File: src/rtl/fol_pkg.sv
package fol_pkg;
  typedef enum logic [1:0] {
    M_PAR   = 2'b00,
    M_PRE_A = 2'b01,
    M_PRE_B = 2'b10,
    M_SER   = 2'b11
  } method_e;
endpackage

File: src/rtl/fol_method_latch.sv
module fol_method_latch
  import fol_pkg::*;
(
  input  logic    clk,
  input  logic    rst,
  input  logic    sel_hi,
  input  logic    sel_lo,
  output method_e method_q
);
  // Tracks the select pins while reset is asserted; frozen once it drops.
  always_ff @(posedge clk) begin
    if (rst) method_q <= method_e'({sel_hi, sel_lo});
  end
endmodule

File: src/rtl/fol_serial_chain.sv
module fol_serial_chain #(
  parameter int OFF_W = 9
) (
  input  logic             clk,
  input  logic             rst,
  input  logic             en,
  input  logic             shift_n,
  input  logic             sdat,
  output logic [OFF_W-1:0] x_val,
  output logic [OFF_W-1:0] y_val,
  output logic             done
);
  localparam int CHAIN_W = 2 * OFF_W;
  localparam int CNT_W   = $clog2(CHAIN_W + 1);
  localparam logic [CNT_W-1:0] LAST = CNT_W'(CHAIN_W - 1);

  logic [CHAIN_W-1:0] chain;
  logic [CNT_W-1:0]   cnt;

  always_ff @(posedge clk) begin
    if (rst) begin
      chain <= '0;
      cnt   <= '0;
      done  <= 1'b0;
    end else if (en && !shift_n && !done) begin
      chain <= {chain[CHAIN_W-2:0], sdat};
      cnt   <= cnt + 1'b1;
      if (cnt == LAST) done <= 1'b1;
    end
  end

  assign y_val = chain[CHAIN_W-1:OFF_W];
  assign x_val = chain[OFF_W-1:0];
endmodule

File: src/rtl/fol_parallel_cap.sv
module fol_parallel_cap #(
  parameter int OFF_W  = 9,
  parameter int DATA_W = 36
) (
  input  logic              clk,
  input  logic              rst,
  input  logic              en,
  input  logic              wr_stb,
  input  logic [DATA_W-1:0] wr_data,
  output logic [OFF_W-1:0]  x_val,
  output logic [OFF_W-1:0]  y_val,
  output logic              done
);
  logic have_x;

  always_ff @(posedge clk) begin
    if (rst) begin
      x_val  <= '0;
      y_val  <= '0;
      have_x <= 1'b0;
      done   <= 1'b0;
    end else if (en && wr_stb && !done) begin
      if (!have_x) begin
        x_val  <= wr_data[OFF_W-1:0];
        have_x <= 1'b1;
      end else begin
        y_val <= wr_data[OFF_W-1:0];
        done  <= 1'b1;
      end
    end
  end
endmodule

File: src/rtl/flag_offset_loader.sv
module flag_offset_loader
  import fol_pkg::*;
#(
  parameter int OFF_W    = 9,
  parameter int DATA_W   = 36,
  parameter int PRESET_A = 8,
  parameter int PRESET_B = 16
) (
  input  logic              clk,
  input  logic              rst,
  input  logic              sel_hi,
  input  logic              sel_lo,
  input  logic              wr_stb,
  input  logic [DATA_W-1:0] wr_data,
  output logic [OFF_W-1:0]  ae_off,
  output logic [OFF_W-1:0]  af_off,
  output logic              done
);
  localparam logic [OFF_W-1:0] PA = OFF_W'(PRESET_A);
  localparam logic [OFF_W-1:0] PB = OFF_W'(PRESET_B);

  method_e          method_q;
  logic [OFF_W-1:0] ser_x, ser_y, par_x, par_y, pre_val;
  logic             ser_done, par_done, pre_done;
  logic             is_ser, is_par, is_pre;

  assign is_ser = (method_q == M_SER);
  assign is_par = (method_q == M_PAR);
  assign is_pre = (method_q == M_PRE_A) || (method_q == M_PRE_B);

  fol_method_latch u_latch (
    .clk(clk), .rst(rst), .sel_hi(sel_hi), .sel_lo(sel_lo), .method_q(method_q)
  );

  fol_serial_chain #(.OFF_W(OFF_W)) u_ser (
    .clk(clk), .rst(rst), .en(is_ser), .shift_n(sel_hi), .sdat(sel_lo),
    .x_val(ser_x), .y_val(ser_y), .done(ser_done)
  );

  fol_parallel_cap #(.OFF_W(OFF_W), .DATA_W(DATA_W)) u_par (
    .clk(clk), .rst(rst), .en(is_par), .wr_stb(wr_stb), .wr_data(wr_data),
    .x_val(par_x), .y_val(par_y), .done(par_done)
  );

  // Preset path: one register for the value, one for completion.
  always_ff @(posedge clk) begin
    if (rst) begin
      pre_val  <= '0;
      pre_done <= 1'b0;
    end else if (is_pre && !pre_done) begin
      pre_val  <= (method_q == M_PRE_B) ? PB : PA;
      pre_done <= 1'b1;
    end
  end

  always_comb begin
    done   = 1'b0;
    ae_off = '0;
    af_off = '0;
    unique case (method_q)
      M_SER: begin
        done = ser_done;
        if (ser_done) begin ae_off = ser_x; af_off = ser_y; end
      end
      M_PAR: begin
        done = par_done;
        if (par_done) begin ae_off = par_x; af_off = par_y; end
      end
      default: begin
        done = pre_done;
        if (pre_done) begin ae_off = pre_val; af_off = pre_val; end
      end
    endcase
  end
endmodule

File: config.mk
export PLATFORM = sky130hd
export DESIGN_NAME = flag_offset_loader
export DESIGN_NICKNAME = d
export VERILOG_FILES = /design/src/rtl/fol_pkg.sv /design/src/rtl/fol_method_latch.sv /design/src/rtl/fol_serial_chain.sv /design/src/rtl/fol_parallel_cap.sv /design/src/rtl/flag_offset_loader.sv
export SDC_FILE = /design/constraint.sdc
export NUM_CORES = 1
export LEC_CHECK = 0
export ABC_CLOCK_PERIOD_IN_PS = 4000
export CAP_MARGIN = 20
export CORE_MARGIN = 2
export CORE_UTILIZATION = 55
export DETAILED_ROUTE_END_ITERATION = 12
export DONT_BUFFER_PORTS = 1
export HOLD_SLACK_MARGIN = 0.06
export PLACE_DENSITY = 0.72
export RECOVER_POWER = 100
export SLEW_MARGIN = 20
export SYNTH_ARGS = -nofsm -noshare
export SYNTH_HDL_FRONTEND = slang
export SYNTH_HIERARCHICAL = 1
export SYNTH_SLANG_ARGS = --single-unit
File: constraint.sdc
create_clock -name clk -period 4 [get_ports clk]
set_input_delay 0.8 -clock clk [delete_from_list [all_inputs] [get_ports clk]]
set_output_delay 0.8 -clock clk [all_outputs]
set_load 0.02 [all_outputs]
## After elaboration in Yosys (flattened, before gate mapping)

Cells that the tools add are included.

- Bits in latches: 0
- Memory bits (read-only): 0
- Memories: 0
- Bits in registers: 56
- Output and inout bits: 19
- Word-level logic and storage cells: 39
- Bits in writable memories: 0

- $lt $le $gt $ge: 0
- $mul: 0
- Shift operators: 0
- Bitwise operators: 1
- Reduce and logical (&&, ||, !) cells: 14
- Equal/unequal tests: 4
- Add/subtract/negate cells: 1
- Div/mod/pow operators: 0
- Muxes and demuxes: 9

Operators with widths:

| operator | number |
|---|---|
| 9-bit 2-to-1 mux | 5 |
| 9-bit case mux with 2 select lines | 2 |
| 2-bit AND reduction | 3 |
| 5-bit by 1-bit adder with 5-bit output (second input constant) | 1 |
| 5-bit == test (second input constant) | 1 |
| 1-bit logical AND | 5 |
| 5-bit 2-to-1 mux | 1 |
| 2-bit == test (second input constant) | 2 |
| 1-bit zero test | 4 |
| 2-bit by 1-bit == test with 1-bit output (second input constant) | 1 |
| 2-bit zero test | 1 |
| 1-bit case mux with 2 select lines | 1 |
| 1-bit logical OR | 1 |
| 1-bit NOT | 1 |

## Longest topological paths before layout

Gate-level depths: netlist of the first run.

- Word-level depth: 4
- Mapped depth: 6
- Gate-level depth less buffers: 5

## Modules after synthesis

The synthesis of the first run kept the hierarchy.

Modules (own cells, without submodules):

| module | sequential area each (um^2) | times used | area each (um^2) | cells an instance |
|---|---|---|---|---|
| fol_serial_chain | 480.5 | 1 | 897.1 | 110 |
| fol_parallel_cap | 400.4 | 1 | 847.1 | 79 |
| flag_offset_loader | 60.1 | 1 | 459.2 | 63 |
| fol_method_latch | 60.1 | 1 | 60.1 | 2 |

## Least setup slack after synthesis of the first run

Ideal clock, no wire load.

- Kind: reg2out
- From: reg u_latch.method_q[0]
- To: out ae_off[4]
- Path slack: 1801 ps
- Data arrival time: 1399 ps
- Buffers on the path: 1
- Data required time: 3200 ps
- Stages on the path, launching flop included: 6
- Cell sequence: edfxtp_1 -> inv_1 -> ha_1 -> buf_4 -> and3_1 -> a221o_1

- Longest elaborated chain between the ends: 2

Ends and longest elaborated chain:

| element | RTL line | RTL |
|---|---|---|
| start: declaration | fol_method_latch.sv:8 | `output method_e method_q` |
| start signal: assignment | fol_method_latch.sv:12 | `if (rst) method_q <= method_e'({sel_hi, sel_lo});` |
| 2-bit == test / 2-bit zero test (equally long branches) | flag_offset_loader.sv:60 | `unique case (method_q)` |
| 9-bit case mux with 2 select lines (*) | flag_offset_loader.sv:60 |  |
| end: declaration | flag_offset_loader.sv:15 | `output logic [OFF_W-1:0] ae_off,` |

Mark *: on every way between the ends. The rest lies on a longest branch, timed or not.

## Final worst setup path of the first run

- From: reg u_latch.method_q[0]
- To: out af_off[5]

- Longest elaborated chain between the ends: 2

Ends and longest elaborated chain:

| element | RTL line | RTL |
|---|---|---|
| 2-bit == test / 2-bit zero test (equally long branches) | flag_offset_loader.sv:60 |  |
| 9-bit case mux with 2 select lines (*) | flag_offset_loader.sv:60 |  |
| end: declaration | flag_offset_loader.sv:16 | `output logic [OFF_W-1:0] af_off,` |

Marks and branches as above.

==> results of run 1 <==
[layout make-up]
type	count	area (um2)
Fill cell	350	1670
Timing Repair Buffer	1	3.75
Sequential cell	49	1000
Inverter	6	22.5
Clock buffer	6	72.6
Clock inverter	1	5.00
Multi-Input combinational cell	182	1140
Tap cell	50	62.6
[cells by family after synthesis]
kind of cell	count (synthesis)	synth area share [%]
compound gates	46	13.5
simple gates	109	24.3
buf+inv	23	5.42
mux	20	8.90
xor+xnor	1	0.387
fa+ha+maj	6	3.32
flops	49	44.2
[state kept, by name (all words and copies together), names as in the netlist]
register	cells
u_ser/chain	18
u_par/have_x	1
u_par/y_val	9
u_ser/done	1
u_latch/method_q	2
u_par/x_val	9
pre_val	2
u_ser/cnt	5
u_par/done	1
pre_done	1
[per-layer routing]
| metal | wire length (um) | vias up | global-route usage, % | share of wire [%] |
|---|---|---|---|---|
| met4 | 61 | 0 | 7.50 | 1.3 |
| li1 | - | 842 | - | - |
| met5 | 0 | - | 0 | 0 |
| met2 | 2090 | 36 | 31.9 | 46 |
| met1 | 2230 | 791 | 27.9 | 49 |
| met3 | 203 | 7 | 5.26 | 4.4 |
[worst register-to-register path: stages (launching register included)]
cell,delay [ns]
edfxtp_1,0.38
ha_1,0.23
nor3b_1,0.20
clkbuf_1,0.77
nand4_1,0.20
mux2_2,0.31
[power groups by stage]
| stage | Combinational, W | Clock (W) | Sequential, W |
|---|---|---|---|
| after floorplan | 0.0000635 | 0 | 0.000521 |
| after global placement | 0.0000659 | 0 | 0.000523 |
| after detailed placement | 0.0000668 | 0 | 0.000523 |
| after CTS | 0.0000672 | 0.000280 | 0.000512 |
| after global routing | 0.0000732 | 0.000300 | 0.000514 |
| final | 0.0000655 | 0.000272 | 0.000512 |
[worst min path at each step]
stage | to | slack, ns | cells after the start
after global placement | u_ser/chain[10] | 0.45 | 2
after global routing | u_ser/chain[11] | 0.48 | 2
after floorplan | u_ser/chain[13] | 0.44 | 2
after CTS | u_ser/chain[3] | 0.47 | 2
final | u_ser/chain[3] | 0.47 | 2
after detailed placement | u_ser/chain[3] | 0.45 | 2
[cells in the final DEF, fill, tap and decap left out, types with 2 or more instances in the layout]
cell type	count
dfxtp_1	47
nand2_1	38
nand2b_1	27
nor2_1	26
a21oi_1	23
mux2i_1	19
a22oi_1	11
inv_1	6
ha_1	6
clkbuf_8	5
a221o_1	4
and3_1	2
a22oi_2	2
a211oi_1	2
clkbuf_1	2
edfxtp_1	2
o21ai_0	2
or3_1	2
nor2b_1	2
[metrics by stage]
stage | power, W | hold slack (ns)
after floorplan | 0.000584 | 0.445
after global placement | 0.000589 | 0.451
after detailed placement | 0.000590 | 0.455
after CTS | 0.000859 | 0.466
after global routing | 0.000887 | 0.477
final | 0.000849 | 0.467
==> metrics, run 1 <==
Mapped Area=2260 um2; leakage power=0.826 nW; Slowest-stage cell, CP=and2_0; Clock Path Buffers=2; Worst-Margin Slew=1.00 ns; Relative slew margins=33.0%; final setup fails=0; total CTS buffers=5; Commonest cells post-synth=dfxtp_1 (47), nand2_1 (38), nand2b_1 (27); clock share of power=32.1%; Final Slew Violations=0; WS Path Type=reg2out; Util after Layout=58.0%; status=completed; Crit Path Max Fanout=14; Setup crit start=u_latch/method_q[0]; Cell Chain, Critical Path=inv_1 -> ha_1 -> and2_0 -> a22oi_1 -> nor2_1; Clock Sinks=49; unrepaired setup endpoints after global routing=false; largest cells by area after synthesis=dfxtp_1 (42%), mux2i_1 (8.4%), nand2b_1 (7.5%); Comb power frac=7.7%; vias in the first global route=1426; r2r startpoint=u_latch/method_q[1]; pwr dens=369 nW/um2; Die Area=4640 um2; Layout area overhead=1.82%; mean post-synth cell area=8.91 um2; Critical Path Sink Type=output pin; P_sw=0.000203 W; Internal=0.000647 W; Yosys reg bits=49; maximum vdd drop=0.207 mV; later-pin clock latency in the skew report=0.29 ns; worst flop-to-flop path endpoint=u_ser/cnt[4]; largest net degree at the start of global routing=60; Clock Skews=0.00762 ns; Async SR Flop Fraction=0%; switching share of power=23.9%; Area after DPL=2240 um2; placed wire-length estimate=3.07 mm; cells after synthesis=254; DRC=0; final WL=4.58 mm; WP buf/inv=1; Synth Flop Type=dfxtp_1; vias per cell=5.68; Nets=292; Syn Nets=301; # port buffers=0; CP Launch Type=flip-flop; worst path arrival time=2.19 ns; # resized after CTS=0; Max-cap violations=0; n_diodes=0; CP Depth=5; setup_tns=0 ns; pre-CTS setup slack=1.37 ns; register share of total power=60.2%; H-tree depth=2; dpl cells=288; remaining global-route overflow=0; register area share after synthesis=44.2%; Finished Layout Cells=295; Final WS setup=1.01 ns; chip height=68.2 um; number of flops mapped to enable cells by yosys=2; # rows=23; fin crit share=74.8%; Ys Warns=6; clk slew on worst S/H paths=0.09 ns; worst hold-check path type=reg2reg; Iteration-0 DRC Markers=125; Max Freq=0.334 GHz; first-pass GRT wire length=7.05 mm; largest stage delay on the critical path=0.69 ns; Register-to-Register Path Depth=5; share of cells above drive strength 1=4.08%; I/O pins=60; initial antenna violation count=0; Setup crit end=af_off[5]; critical path's top delay family=simple AND/OR/NAND/NOR gates; Total GRT Usage=20.7%; Clk Tree Root Cell=clkbuf_8; Synth top area share=41.6%; fin crit period=2.99 ns; count leader, synth=dfxtp_1; Die W=68.2 um; critical path data required time=3.20 ns; post-synth top area cell=dfxtp_1; drt first pass iters=4; RePlAce Congestion=0.777; core area=3970 um2; via count=1676; post-CTS setup buffer count=0; TritonCTS clock tree=done; cts hold-fix bufs=0; Hold Path Origin=u_ser/chain[2]; Initial Util=57.0%; r2r setup slk=1.82 ns; Distinct cells, synth=37; post-route cell area=2300 um2; Final Hold Fails=0; Routed wire per std cell=15.5 um; Final ANT Viol Nets=0
No activity file was read; power rests on OpenSTA's default activity.
==> inputs of run 2 (changes only) <==
Settings changed: ABC_CLOCK_PERIOD_IN_PS 4000 to 3000.
Clock period 4 ns to 3 ns, I/O delays scaled along.
==> run 2 against run 1 <==
Compared with the run above:
- cell area increased by 1.5%
- clock skew is essentially flat
- worst hold slack worse by 0.10 ns
- critical endpoint is now af_off[4]
==> metrics, run 2 (synthesized netlist as in run 1, its figures left out) <==
initial antenna violation count=0 (unchanged); Cell Chain, Critical Path=inv_1 -> ha_1 -> nor2_1 -> a221o_1; Clock Path Buffers=2 (unchanged); post-route cell area=2340 um2 (+1.5%); post-CTS setup buffer count=0 (unchanged); vias per cell=5.53 (-2.6%); Nets=292 (unchanged); Final Slew Violations=0 (unchanged); Die Area=4640 um2 (unchanged); Critical Path Sink Type=output pin; n_diodes=0 (unchanged); largest stage delay on the critical path=0.72 ns (+0.03 ns); worst path arrival time=2.15 ns (-0.04 ns); # port buffers=0 (unchanged); fin crit period=2.75 ns; later-pin clock latency in the skew report=0.30 ns (about the same); Total GRT Usage=21.2% (+0.51 points); most frequent cells in the layout=dfxtp_1 (47), nand2_1 (38), nand2b_1 (27), nor2_1 (26), a21oi_1 (23); pwr dens=535 nW/um2 (+45%); I/O pins=60 (unchanged); commonest non-fill, non-tap cell in the layout=dfxtp_1; Worst-Margin Slew=1.02 ns (+0.0166 ns); chip height=68.2 um (unchanged); status=completed; Max Freq=0.363 GHz; RePlAce Congestion=0.777 (about the same); Routed wire per std cell=15.5 um (-0.36%); share of cells above drive strength 1=4.07% (-0.017 points); first-pass GRT wire length=7.36 mm (+4.4%); remaining global-route overflow=0 (unchanged); leakage power=0.844 nW (+2.2%); worst hold-check path type=in2reg; largest net degree at the start of global routing=60 (unchanged); Clk Tree Root Cell=clkbuf_8; TritonCTS clock tree=done; hold_ws=0.367 ns (-0.0998 ns); # resized after CTS=0 (unchanged); max reg flops=18 (unchanged); unrepaired setup endpoints after global routing=false; Iteration-0 DRC Markers=127 (+1.6%); vias in the first global route=1527 (+7.1%); DRC=0 (unchanged); H-tree depth=2 (unchanged); Relative slew margins=31.9% (-1.1 points); Area after DPL=2240 um2 (unchanged); drt first pass iters=4 (unchanged); core area=3970 um2 (unchanged); placed wire-length estimate=3.11 mm (+1.1%); Final Hold Fails=0 (unchanged); cts hold-fix bufs=0 (unchanged); maximum vdd drop=0.281 mV (+36%); largest registers=u_ser/chain: 18 flops, u_par/x_val: 9 flops, u_par/y_val: 9 flops; critical path data required time=2.40 ns (-0.80 ns); Slowest-stage cell, CP=ha_1; clk slew on worst S/H paths=0.09 ns (about the same); Clock Sinks=49 (unchanged); Layout area overhead=3.32%; Die W=68.2 um (unchanged); fin crit share=91.8%; Initial Util=57.0% (unchanged); # rows=23 (unchanged); final setup fails=0 (unchanged); via count=1638 (-2.3%); Final ANT Viol Nets=0 (unchanged); total CTS buffers=5 (unchanged); CP Launch Type=flip-flop; fill count=352 (+0.57%); Max-cap violations=0 (unchanged); Crit Path Max Fanout=21 (+7); Clock Skews=0.00753 ns (-0.0000922 ns); Reg with most FFs=u_ser/chain; setup_tns=0 ns (unchanged); WS Path Type=reg2out; final WL=4.58 mm (about the same)
[run 2: layout make-up]
cell class | instances | area, um2 | share of cell area, %
repair buffers | 1 | 3.75 | 0.161
clock inverters | 1 | 30.0 | 1.28
multi-input cells | 182 | 1130 | 48.4
flip-flops and latches | 49 | 1000 | 42.8
clock buffers | 7 | 86.3 | 3.69
inverters | 6 | 22.5 | 0.963
well taps | 50 | 62.6 | 2.68
[run 2: where the power goes]
part           switching, W  internal [W]
sequential        0.0000116      0.000671
clock              0.000210      0.000272
combinational     0.0000551     0.0000326
total              0.000277      0.000975
[run 2: final timing paths]
kind | from | endpoint | slack (ns) | cells after the start
setup / recovery | u_latch/method_q[1] | af_off[4] | 0.25 | 4
setup reg to reg | u_latch/method_q[1] | u_ser/cnt[4] | 0.74 | 5
hold / removal | rst | u_ser/chain[16] | 0.37 | 1
hold reg to reg | u_ser/chain[0] | u_ser/chain[1] | 0.46 | 2
[run 2: layer usage]
metal | share of wire, % | track usage, %
met1 | 46 | 27.9
met2 | 48 | 35.0
met3 | 4.9 | 4.61
met4 | 0.79 | 6.00
met5 | 0 | 0
[run 2: worst max-delay path: cells and delay by family, from the launching register on]
family                   cells  cell delay, ns
AO/OA/AOI/OAI                1            0.48
adder cells (fa/ha/maj)      1            0.72
flip-flops                   1            0.39
AND/OR/NAND/NOR              1            0.19
buffers and inverters        1            0.07
[run 2: metrics by stage]
step / worst slack (ns) / util (%) / std cells / power [W]
after floorplan: 1.00 / - / 254 / 0.000779
after global placement: 0.596 / 56.4 / 288 / 0.000785
after detailed placement: 0.569 / 56.4 / 288 / 0.000787
after CTS: 0.236 / 59.3 / 296 / 0.00126
after global routing: 0.0328 / 58.9 / 296 / 0.00131
final: 0.246 / 58.9 / 296 / 0.00125
==> inputs of run 3 (changes only) <==
Settings changed: RECOVER_POWER 100 to not set.
==> run 3 against run 2 <==
Compared with the run above:
- critical path depth stayed put
- routed wire length grew 1.2%
- non-clock buffer count unchanged
- highest routed layer unchanged
==> metrics, run 3 (synthesized netlist as in run 1, its figures left out) <==
Reg with most FFs=u_ser/chain; remaining global-route overflow=0 (unchanged); Initial Util=57.0% (unchanged); n_diodes=0 (unchanged); Crit Path Max Fanout=21 (unchanged); chip height=68.2 um (unchanged); critical path data required time=2.40 ns (about the same); TritonCTS clock tree=done; Iteration-0 DRC Markers=125 (-1.6%); initial antenna violation count=0 (unchanged); Total GRT Usage=21.2% (unchanged); worst hold-check path type=in2reg; Worst-Margin Slew=0.671 ns (-0.350 ns); Max Freq=0.362 GHz (-0.37%); Area after DPL=2240 um2 (unchanged); fin crit period=2.76 ns (+0.0103 ns); WS Path Type=reg2out; Relative slew margins=55.3% (+23 points); most frequent cells in the layout=dfxtp_1 (47), nand2_1 (38), nand2b_1 (27), nor2_1 (26), a21oi_1 (23); Clk Tree Root Cell=clkbuf_8; Clock Path Buffers=2 (unchanged); Clock Skews=0.00778 ns (+0.000256 ns); share of cells above drive strength 1=6.10% (+2.0 points); total CTS buffers=5 (unchanged); largest registers=u_ser/chain: 18 flops, u_par/x_val: 9 flops, u_par/y_val: 9 flops; Cell Chain, Critical Path=inv_1 -> ha_1 -> nor2_1 -> a221o_1; RePlAce Congestion=0.777 (unchanged); cts hold-fix bufs=0 (unchanged); core area=3970 um2 (unchanged); via count=1657 (+1.2%); Die W=68.2 um (unchanged); status=completed; Critical Path Sink Type=output pin; unrepaired setup endpoints after global routing=false; largest stage delay on the critical path=0.72 ns (about the same); # rows=23 (unchanged); post-CTS setup buffer count=0 (unchanged); drt first pass iters=4 (unchanged); setup_tns=0 ns (unchanged); Slowest-stage cell, CP=ha_1; Die Area=4640 um2 (unchanged); worst path arrival time=2.16 ns (about the same); # resized after CTS=0 (unchanged); Max-cap violations=0 (unchanged); WP buf/inv=1 (unchanged); Nets=292 (unchanged); leakage power=0.850 nW (+0.67%); vias per cell=5.60 (+1.2%); fin crit share=92.1% (+0.34 points); max reg flops=18 (unchanged); placed wire-length estimate=3.11 mm (unchanged); critical path's top delay family=adder cells; largest net degree at the start of global routing=60 (unchanged); pwr dens=534 nW/um2 (-0.30%); first-pass GRT wire length=7.36 mm (unchanged); Final Hold Fails=0 (unchanged); Final Slew Violations=0 (unchanged); I/O pins=60 (unchanged); final WL=4.64 mm (+1.2%); commonest non-fill, non-tap cell in the layout=dfxtp_1; H-tree depth=2 (unchanged); CP Launch Type=flip-flop; # port buffers=0 (unchanged); clk slew on worst S/H paths=0.09 ns (about the same); Final ANT Viol Nets=0 (unchanged); post-route cell area=2350 um2 (+0.70%); later-pin clock latency in the skew report=0.30 ns (about the same); DRC=0 (unchanged); maximum vdd drop=0.287 mV (+2.2%); final setup fails=0 (unchanged); Routed wire per std cell=15.7 um (+1.2%); Layout area overhead=4.04%; Util after Layout=59.3% (+0.41 points); vias in the first global route=1527 (unchanged); Clock Sinks=49 (unchanged)
==> run 3: cell types whose count changed in the layout (fill, tap and decap cells not counted), sizes merged <==
cell / previous run / this run
clkbuf: 8 / 7
buf: 0 / 1
==> run 3: layer usage <==
layer / track usage (%) / share of wire, %
met1: 27.9 / 46
met3: 4.61 / 5.2
met5: 0 / 0
met2: 35.0 / 48
met4: 6.00 / 0.78
==> run 3: report_power, final <==
group,internal [W],switching (W)
combinational,0.0000343,0.0000552
sequential,0.000671,0.0000116
clock,0.000272,0.000213
total,0.000977,0.000280
==> run 3: area by class of cell <==
cell class | instances | area (um2)
Clock buffer | 7 | 86.3
Clock inverter | 1 | 30.0
Multi-Input combinational cell | 182 | 1140
Sequential cell | 49 | 1000
Inverter | 6 | 22.5
Timing Repair Buffer | 1 | 7.51
Tap cell | 50 | 62.6
Fill cell | 352 | 1620
==> run 3: worst paths after layout <==
kind | start | end | slack (ns) | cells past startpoint
setup / recovery | u_latch/method_q[1] | af_off[4] | 0.24 | 4
hold / removal | rst | u_ser/chain[7] | 0.36 | 1
setup reg to reg | u_latch/method_q[1] | pre_val[4] | 1.18 | 5
hold reg to reg | u_ser/chain[0] | u_ser/chain[1] | 0.46 | 2
==> run 3: worst register-to-register path, delay by kind of cell, from the launching register on <==
kind	cells	cell delay, ns
muxes	1	0.19
adders and majority gates	1	0.72
DFF	1	0.39
buffers and inverters	1	0.08
and+or+nand+nor	2	0.34
==> run 3: through the flow <==
| stage | power [W] | instances | hold WS [ns] | setup WS (ns) |
|---|---|---|---|---|
| 2_1_floorplan | 0.000779 | 254 | 0.445 | 1.00 |
| 3_3_place_gp | 0.000785 | 288 | 0.450 | 0.596 |
| 3_5_place_dp | 0.000787 | 288 | 0.454 | 0.569 |
| 4_1_cts | 0.00126 | 296 | 0.354 | 0.236 |
| 5_1_grt | 0.00131 | 296 | 0.349 | 0.0328 |
| 6_report | 0.00126 | 296 | 0.363 | 0.236 |
